--- src/rtl/pr_pkg.sv ---
package pr_pkg;
  localparam int unsigned PR_DEF_LINES   = 8;
  localparam int unsigned PR_DEF_CASCADE = 2;
endpackage

--- src/rtl/pr_rotator.sv ---
// Rotates a line vector so that position 0 holds line `off`.
module pr_rotator #(
  parameter int unsigned LINES = pr_pkg::PR_DEF_LINES,
  localparam int unsigned IDX_W = (LINES > 1) ? $clog2(LINES) : 1
) (
  input  logic [LINES-1:0] vec_i,
  input  logic [IDX_W-1:0] off_i,
  output logic [LINES-1:0] rot_o
);
  logic [2*LINES-1:0] doubled;
  logic [2*LINES-1:0] shifted;

  assign doubled = {vec_i, vec_i};
  assign shifted = doubled >> off_i;
  assign rot_o   = shifted[LINES-1:0];
endmodule

--- src/rtl/pr_first_set.sv ---
// Finds the lowest set position of a vector; an empty vector yields LINES.
module pr_first_set #(
  parameter int unsigned LINES = pr_pkg::PR_DEF_LINES,
  localparam int unsigned RANK_W = $clog2(LINES + 1)
) (
  input  logic [LINES-1:0]  vec_i,
  output logic [LINES-1:0]  first_o,
  output logic [RANK_W-1:0] rank_o
);
  logic [LINES:0] seen;

  assign seen[0] = 1'b0;
  for (genvar k = 0; k < LINES; k++) begin : g_chain
    assign first_o[k]  = vec_i[k] & ~seen[k];
    assign seen[k+1]   = seen[k] | vec_i[k];
  end

  always_comb begin
    rank_o = RANK_W'(LINES);
    for (int k = 0; k < LINES; k++) begin
      if (first_o[k]) rank_o = RANK_W'(k);
    end
  end
endmodule

--- src/rtl/rot_prio_resolver.sv ---
module rot_prio_resolver #(
  parameter int unsigned LINES        = pr_pkg::PR_DEF_LINES,
  parameter int unsigned CASCADE_LINE = pr_pkg::PR_DEF_CASCADE,
  parameter bit          IS_MASTER    = 1'b1,
  parameter bit          REG_OUT      = 1'b1,
  localparam int unsigned IDX_W  = (LINES > 1) ? $clog2(LINES) : 1,
  localparam int unsigned RANK_W = $clog2(LINES + 1)
) (
  input  logic             clk,
  input  logic             rst_n,
  input  logic [LINES-1:0] pend_i,
  input  logic [LINES-1:0] mask_i,
  input  logic [LINES-1:0] insvc_i,
  input  logic [IDX_W-1:0] rot_off_i,
  input  logic             nest_en_i,
  output logic             req_o,
  output logic [IDX_W-1:0] irq_o
);
  logic [LINES-1:0]  cand;
  logic [LINES-1:0]  svc_eff;
  logic [LINES-1:0]  cand_rot;
  logic [LINES-1:0]  svc_rot;
  logic [LINES-1:0]  cand_first;
  logic [LINES-1:0]  svc_first;
  logic [RANK_W-1:0] cand_rank;
  logic [RANK_W-1:0] svc_rank;
  logic              req_c;
  logic [IDX_W-1:0]  line_c;
  logic [IDX_W-1:0]  irq_c;

  assign cand = pend_i & ~mask_i;

  // Cascade line drops out of the in-service ranking in nested mode.
  if (IS_MASTER) begin : g_master
    always_comb begin
      svc_eff = insvc_i;
      if (nest_en_i) svc_eff[CASCADE_LINE] = 1'b0;
    end
  end else begin : g_slave
    assign svc_eff = insvc_i;
  end

  pr_rotator #(.LINES(LINES)) u_rot_cand (
    .vec_i(cand), .off_i(rot_off_i), .rot_o(cand_rot)
  );
  pr_rotator #(.LINES(LINES)) u_rot_svc (
    .vec_i(svc_eff), .off_i(rot_off_i), .rot_o(svc_rot)
  );
  pr_first_set #(.LINES(LINES)) u_fs_cand (
    .vec_i(cand_rot), .first_o(cand_first), .rank_o(cand_rank)
  );
  pr_first_set #(.LINES(LINES)) u_fs_svc (
    .vec_i(svc_rot), .first_o(svc_first), .rank_o(svc_rank)
  );

  assign req_c = (cand_rank < svc_rank);

  always_comb begin
    int s;
    s = int'(cand_rank) + int'(rot_off_i);
    if (s >= int'(LINES)) s = s - int'(LINES);
    line_c = IDX_W'(s);
  end

  assign irq_c = req_c ? line_c : '0;

  if (REG_OUT) begin : g_reg
    always_ff @(posedge clk) begin
      if (!rst_n) begin
        req_o <= 1'b0;
        irq_o <= '0;
      end else begin
        req_o <= req_c;
        irq_o <= irq_c;
      end
    end
  end else begin : g_comb
    assign req_o = req_c;
    assign irq_o = irq_c;
  end


  masked_never_won_chk: assert property (@(posedge clk) disable iff (!rst_n)
    req_c |-> (pend_i[irq_c] && !mask_i[irq_c]));

  winner_not_in_service_chk: assert property (@(posedge clk) disable iff (!rst_n)
    req_c |-> !svc_eff[irq_c]);

  empty_no_req_chk: assert property (@(posedge clk) disable iff (!rst_n)
    (cand == '0) |-> !req_c);

  single_winner_chk: assert property (@(posedge clk) disable iff (!rst_n)
    $onehot0(cand_first) && $onehot0(svc_first));

  idle_index_zero_chk: assert property (@(posedge clk) disable iff (!rst_n)
    !req_o |-> (irq_o == '0));

  nest_cascade_chk: assert property (@(posedge clk) disable iff (!rst_n)
    (IS_MASTER && nest_en_i && insvc_i == (LINES'(1) << CASCADE_LINE)
     && cand != '0) |-> req_c);
endmodule

--- config.mk ---
export PLATFORM = sky130hd
export DESIGN_NAME = rot_prio_resolver
export DESIGN_NICKNAME = d
export VERILOG_FILES = /design/src/rtl/pr_pkg.sv /design/src/rtl/pr_rotator.sv /design/src/rtl/pr_first_set.sv /design/src/rtl/rot_prio_resolver.sv
export SDC_FILE = /design/constraint.sdc
export NUM_CORES = 1
export LEC_CHECK = 0
export CAP_MARGIN = 20
export CORE_MARGIN = 10
export CORE_UTILIZATION = 64
export DETAILED_ROUTE_END_ITERATION = 10
export DONT_BUFFER_PORTS = 1
export GPL_TIMING_DRIVEN = 1
export PLACE_DENSITY = 0.79
export SLEW_MARGIN = 20
export SYNTH_ARGS = -nofsm -noshare
export SYNTH_HDL_FRONTEND = slang
export SYNTH_HIERARCHICAL = 1
export SYNTH_SLANG_ARGS = --single-unit
--- constraint.sdc ---
create_clock -name clk -period 3.3 [get_ports clk]
set_input_delay 0.33 -clock clk [delete_from_list [all_inputs] [get_ports clk]]
set_output_delay 0.33 -clock clk [all_outputs]
set_load 0.005 [all_outputs]
# Yosys cells after proc, flatten, opt, wreduce, memory -nomap -nowiden
# Index checks and enable logic that the tools add are counted.
# Widths: inputs -> output; s select.
# word_totals
in_bits,30
regBits,4
out_inout_bits,4
# classes
shift,2
n_reduce_logical,1
bitwise,42
n_lt_le_gt_ge,2
n_mux,18
n_addsub,2
# ops
operator,n
$mux 4,16
$shr 16x3->8,2
$and 1x1->1,14
$not 1->1,14
$or 1x1->1,12
$and 8x8->8,1
$not 8->8,1
$add 4x3->5,1
$ge 5x4->1 const B,1
$lt 4x4->1,1
$mux 3,1
$sub 3x1->3 const B,1
$reduce_and 2->1,1
$mux 1,1

# Depth between registers and ports, before layout
# logic_depth
word_depth,15
ltp_mapped,12

# Hierarchy
# The synthesis kept the hierarchy.
# by_module_without_submodules
mod,instances,cells_each,area_per_inst_um2
pr_rotator,2,19,326.6
rot_prio_resolver,1,36,312.8
pr_first_set,2,23,152.6

# Worst setup path before layout
# OpenSTA, ideal clock, no wires.
# synth_path
path_kind,input to register
start,in rot_off_i[2]
end,reg irq_o[2]
arrival_time_ns,2.709
n_path_buf,1
setup_slack_ns,0.470
required_ns,3.179
cell_stages,11
setup_ns,0.121
path_cell_list,buf_6 -> mux4_1 -> mux2_2 -> nor2_1 -> o21ai_0 -> a211oi_1 -> inv_1 -> fa_1 -> xnor2_1 -> xnor2_1 -> nor2_1
# synth_via
elab_cells_between_ends,64
cone_classes,add/sub: 2; order compare: 2; shift: 2; mux: 17; bitwise: 40; reduce/logical: 1
# synth_lines
item,line_no,text
start: declaration,rot_prio_resolver.sv:14,"input logic [IDX_W-1:0] rot_off_i,"
$shr 16x3->8 *,pr_rotator.sv:14,assign shifted = doubled >> off_i;
named net cand_rot[4],rot_prio_resolver.sv:21,logic [LINES-1:0] cand_rot;
$or 1x1->1,pr_first_set.sv:15,assign seen[k+1] = seen[k] | vec_i[k];
$not 1->1 or $or 1x1->1 (tied branches),"pr_first_set.sv:14, pr_first_set.sv:15",
"$and 1x1->1, or another cell as far along",pr_first_set.sv:14,assign first_o[k] = vec_i[k] & ~seen[k];
"$mux 4, or another cell as far along",pr_first_set.sv:21,if (first_o[k]) rank_o = RANK_W'(k);
$mux 4 or $and 1x1->1 (tied branches),"pr_first_set.sv:21, pr_first_set.sv:14",
$mux 4 *,pr_first_set.sv:21,
named net cand_rank[1],rot_prio_resolver.sv:25,logic [RANK_W-1:0] cand_rank;
$add 4x3->5,rot_prio_resolver.sv:60,s = int'(cand_rank) + int'(rot_off_i);
$ge 5x4->1 or $sub 3x1->3 (tied branches),rot_prio_resolver.sv:61,if (s >= int'(LINES)) s = s - int'(LINES);
$mux 3,rot_prio_resolver.sv:61,
end signal: assignment,rot_prio_resolver.sv:74,irq_o <= irq_c;
end: declaration,rot_prio_resolver.sv:17,output logic [IDX_W-1:0] irq_o
# Mark *: on every way through the listed nets, which the timed path passes. The rest lies on a longest branch.
# A chain may end at the register's enable or synchronous reset.

# Final worst setup path
# layout_path
start,in pend_i[0]
end,reg irq_o[2]
# layout_via
elab_cells_between_ends,36
cone_classes,add/sub: 2; order compare: 2; shift: 1; mux: 9; bitwise: 21; reduce/logical: 1
# layout_lines
item,line_no,text
start: declaration,rot_prio_resolver.sv:11,"input logic [LINES-1:0] pend_i,"
$and 8x8->8 *,rot_prio_resolver.sv:31,assign cand = pend_i & ~mask_i;
$shr 16x3->8 *,pr_rotator.sv:14,
named net cand_rot[4],rot_prio_resolver.sv:21,
$or 1x1->1,pr_first_set.sv:15,
$not 1->1 or $or 1x1->1 (tied branches),"pr_first_set.sv:14, pr_first_set.sv:15",
"$and 1x1->1, or another cell as far along",pr_first_set.sv:14,
"$mux 4, or another cell as far along",pr_first_set.sv:21,
$mux 4 or $and 1x1->1 (tied branches),"pr_first_set.sv:21, pr_first_set.sv:14",
$mux 4 *,pr_first_set.sv:21,
named net cand_rank[1],rot_prio_resolver.sv:25,
$add 4x3->5,rot_prio_resolver.sv:60,
$ge 5x4->1 or $sub 3x1->3 (tied branches),rot_prio_resolver.sv:61,
$mux 3,rot_prio_resolver.sv:61,
# Marked as above.

==> metrics.txt <==
status finished clean; number of fill cells around 130; critical path cell sequence nor2b_1, mux4_1, mux2_2, nor2_1, o21ai_0, a211oi_1, inv_1, fa_1, xnor2_1, xnor2_1, nor2_1; setup tns final 0 ns; per-cell routed wire length 16.5 um; Worst EP required ~3.4 ns; cells after synthesis ~110; type of element launching the critical path input port; die area 0.00394 mm^2; worst ir drop on vdd 0.000157 V; fraction of power spent switching nets a little over a third; Mapped Nets around 140; via count of the first global-routing pass 879; post-CTS resize count 0; area of all sequential standard cells 80.1 um^2; number of standard cells in the layout, taps in and fillers out 128; Setup Fix Bufs, Post-CTS 0; routability-driven placement congestion ratio 0.837; total number of vias 853; shortest clock period the worst path allows after layout 2.73 ns; Worst setup EP type register; number of H-tree levels 1; CTS tree built; largest net degree at the start of global routing 18; sum of overflow across all layers after global routing 0; clock transition at the register clock pins on the worst setup and hold paths after CTS 0.03 ns; Hold Path Origin rot_off_i[0]; LEAKAGE 0.488 nW; clk root buf sky130_fd_sc_hd__clkbuf_4; Net count, final 140; sequential group share of total power 21.1%; Avg Vias per Cell 6.66; summed instance area of the synthesized netlist 0.00117 mm^2; Longest Clk Path Bufs 2; Core Area 0.00173 mm^2; clock sinks 4; Std-Cell Rows 15; net switching component of the power 0.000115 W; Crit path buffers/inverters 1; CP max-delay cell sky130_fd_sc_hd__mux4_1; half-perimeter wire length after detailed placement approximately 1.8 mm; PnR worst setup slack around 0.57 ns; multi-input gate area in the final layout 991 um^2; part of the power in the clock network 17.9%; synthesized area divided by synthesized cell count 11.0 um^2; antenna violations before repair 0; global-route usage over all layers 10.7%; ANT nets after route 0; count of TritonRoute iterations in the first routing pass 5; cell-internal power about 0.0002 W; number of pins with negative max-slew slack in the final report 0; PortBufs 0; critical path's top delay family multiplexers; RSZ-0062 raised after global routing no; Final setup viols 0; number of buffers added by the clock tree synthesis step 3; data arrival time of the critical path around 2.8 ns; initial core utilization 67.7%; transition time at the pin with the least slew margin roughly 0.35 ns; ports placed on the boundary 34; critical-path maximum fanout 4; Rel. slew slack 76.5%; proportion of layout cells with a drive suffix above 1 25.2%; Die H 62.7 um; horizontal die dimension about 63 um; detailed-route wire length 2.12 mm; Power per Cell Area 273 mW/mm^2; worst setup path class input port to register; maximum operating frequency roughly 0.37 GHz; final hold slack approximately 0.4 ns; number of diodes 0; CTS hold repair buffers 0; Yosys warnings 6; Placement Setup Slack 0.337 ns; delay of the slowest cell on the worst path ~0.52 ns; Detailed Route Iter0 Violations 11; final hold viol count 0; detailed-route DRC error count 0; worst setup path startpoint pend_i[0]; number of maximum-capacitance violations 0; first-pass GRT wire length 3.65 mm; signed area change from the synthesized netlist to the final layout 0.107%; count of placed standard cells including taps roughly 130; worst min path class input port to register; post-route fraction of the period consumed by the critical path 82.6%; power share of the combinational group 61.1%
-- power by group through the flow --
stage / Sequential [W] / Combinational [W] / Clock (W)
4_1_cts: 0.0000685 / 0.000196 / 0.0000591
5_1_grt: 0.0000698 / 0.000218 / 0.0000630
6_report: 0.0000674 / 0.000195 / 0.0000571
3_3_place_gp: 0.0000684 / 0.000187 / 0
3_5_place_dp: 0.0000692 / 0.000194 / 0
2_1_floorplan: 0.0000665 / 0.000180 / 0
-- per-layer routing --
layer	global-route usage [%]	wire, um	up-vias
met4	4.19	0	0
li1	-	-	409
met3	2.87	146	0
met1	12.9	990	410
met2	17.6	979	34
met5	0	0	-
-- worst paths after layout --
path	slack [ns]	to	cells past startpoint
max	0.57	irq_o[2]	11
min	0.39	irq_o[0]	3
-- final cells by class --
cell class | instances | area share, %
flip-flops and latches | 4 | 6.84
clock buffers | 3 | 1.93
multi-input cells | 84 | 84.7
inverters | 12 | 3.85
well taps | 25 | 2.67
-- cells in the final DEF, fill, tap and decap left out --
cell	instances
sky130_fd_sc_hd__nor4_4	2
sky130_fd_sc_hd__xnor2_1	2
sky130_fd_sc_hd__nand2_2	2
sky130_fd_sc_hd__mux2_2	16
sky130_fd_sc_hd__inv_1	12
sky130_fd_sc_hd__nor3b_2	1
sky130_fd_sc_hd__nor2b_1	12
sky130_fd_sc_hd__o21ai_0	4
sky130_fd_sc_hd__a211oi_1	4
sky130_fd_sc_hd__mux4_1	16
sky130_fd_sc_hd__clkbuf_4	3
sky130_fd_sc_hd__ha_1	4
sky130_fd_sc_hd__fa_1	1
sky130_fd_sc_hd__o211ai_2	2
sky130_fd_sc_hd__dfxtp_1	4
sky130_fd_sc_hd__a21o_1	2
sky130_fd_sc_hd__nor2_1	11
sky130_fd_sc_hd__nand2_1	1
sky130_fd_sc_hd__nor3_1	2
sky130_fd_sc_hd__a21boi_0	2
-- stage by stage --
stage / cell area (um^2) / power, W / util [%]
after floorplan: 1170 / 0.000246 / -
after global placement: 1150 / 0.000255 / 66.4
after detailed placement: 1150 / 0.000263 / 66.4
after CTS: 1170 / 0.000323 / 67.8
after global routing: 1170 / 0.000351 / 67.8
final: 1170 / 0.000320 / 67.8
-- flip-flops by register name, indices dropped and copies added, names as in the netlist --
signal	cells
irq_o	3
req_o	1
Power figures use the tool's default switching activity.
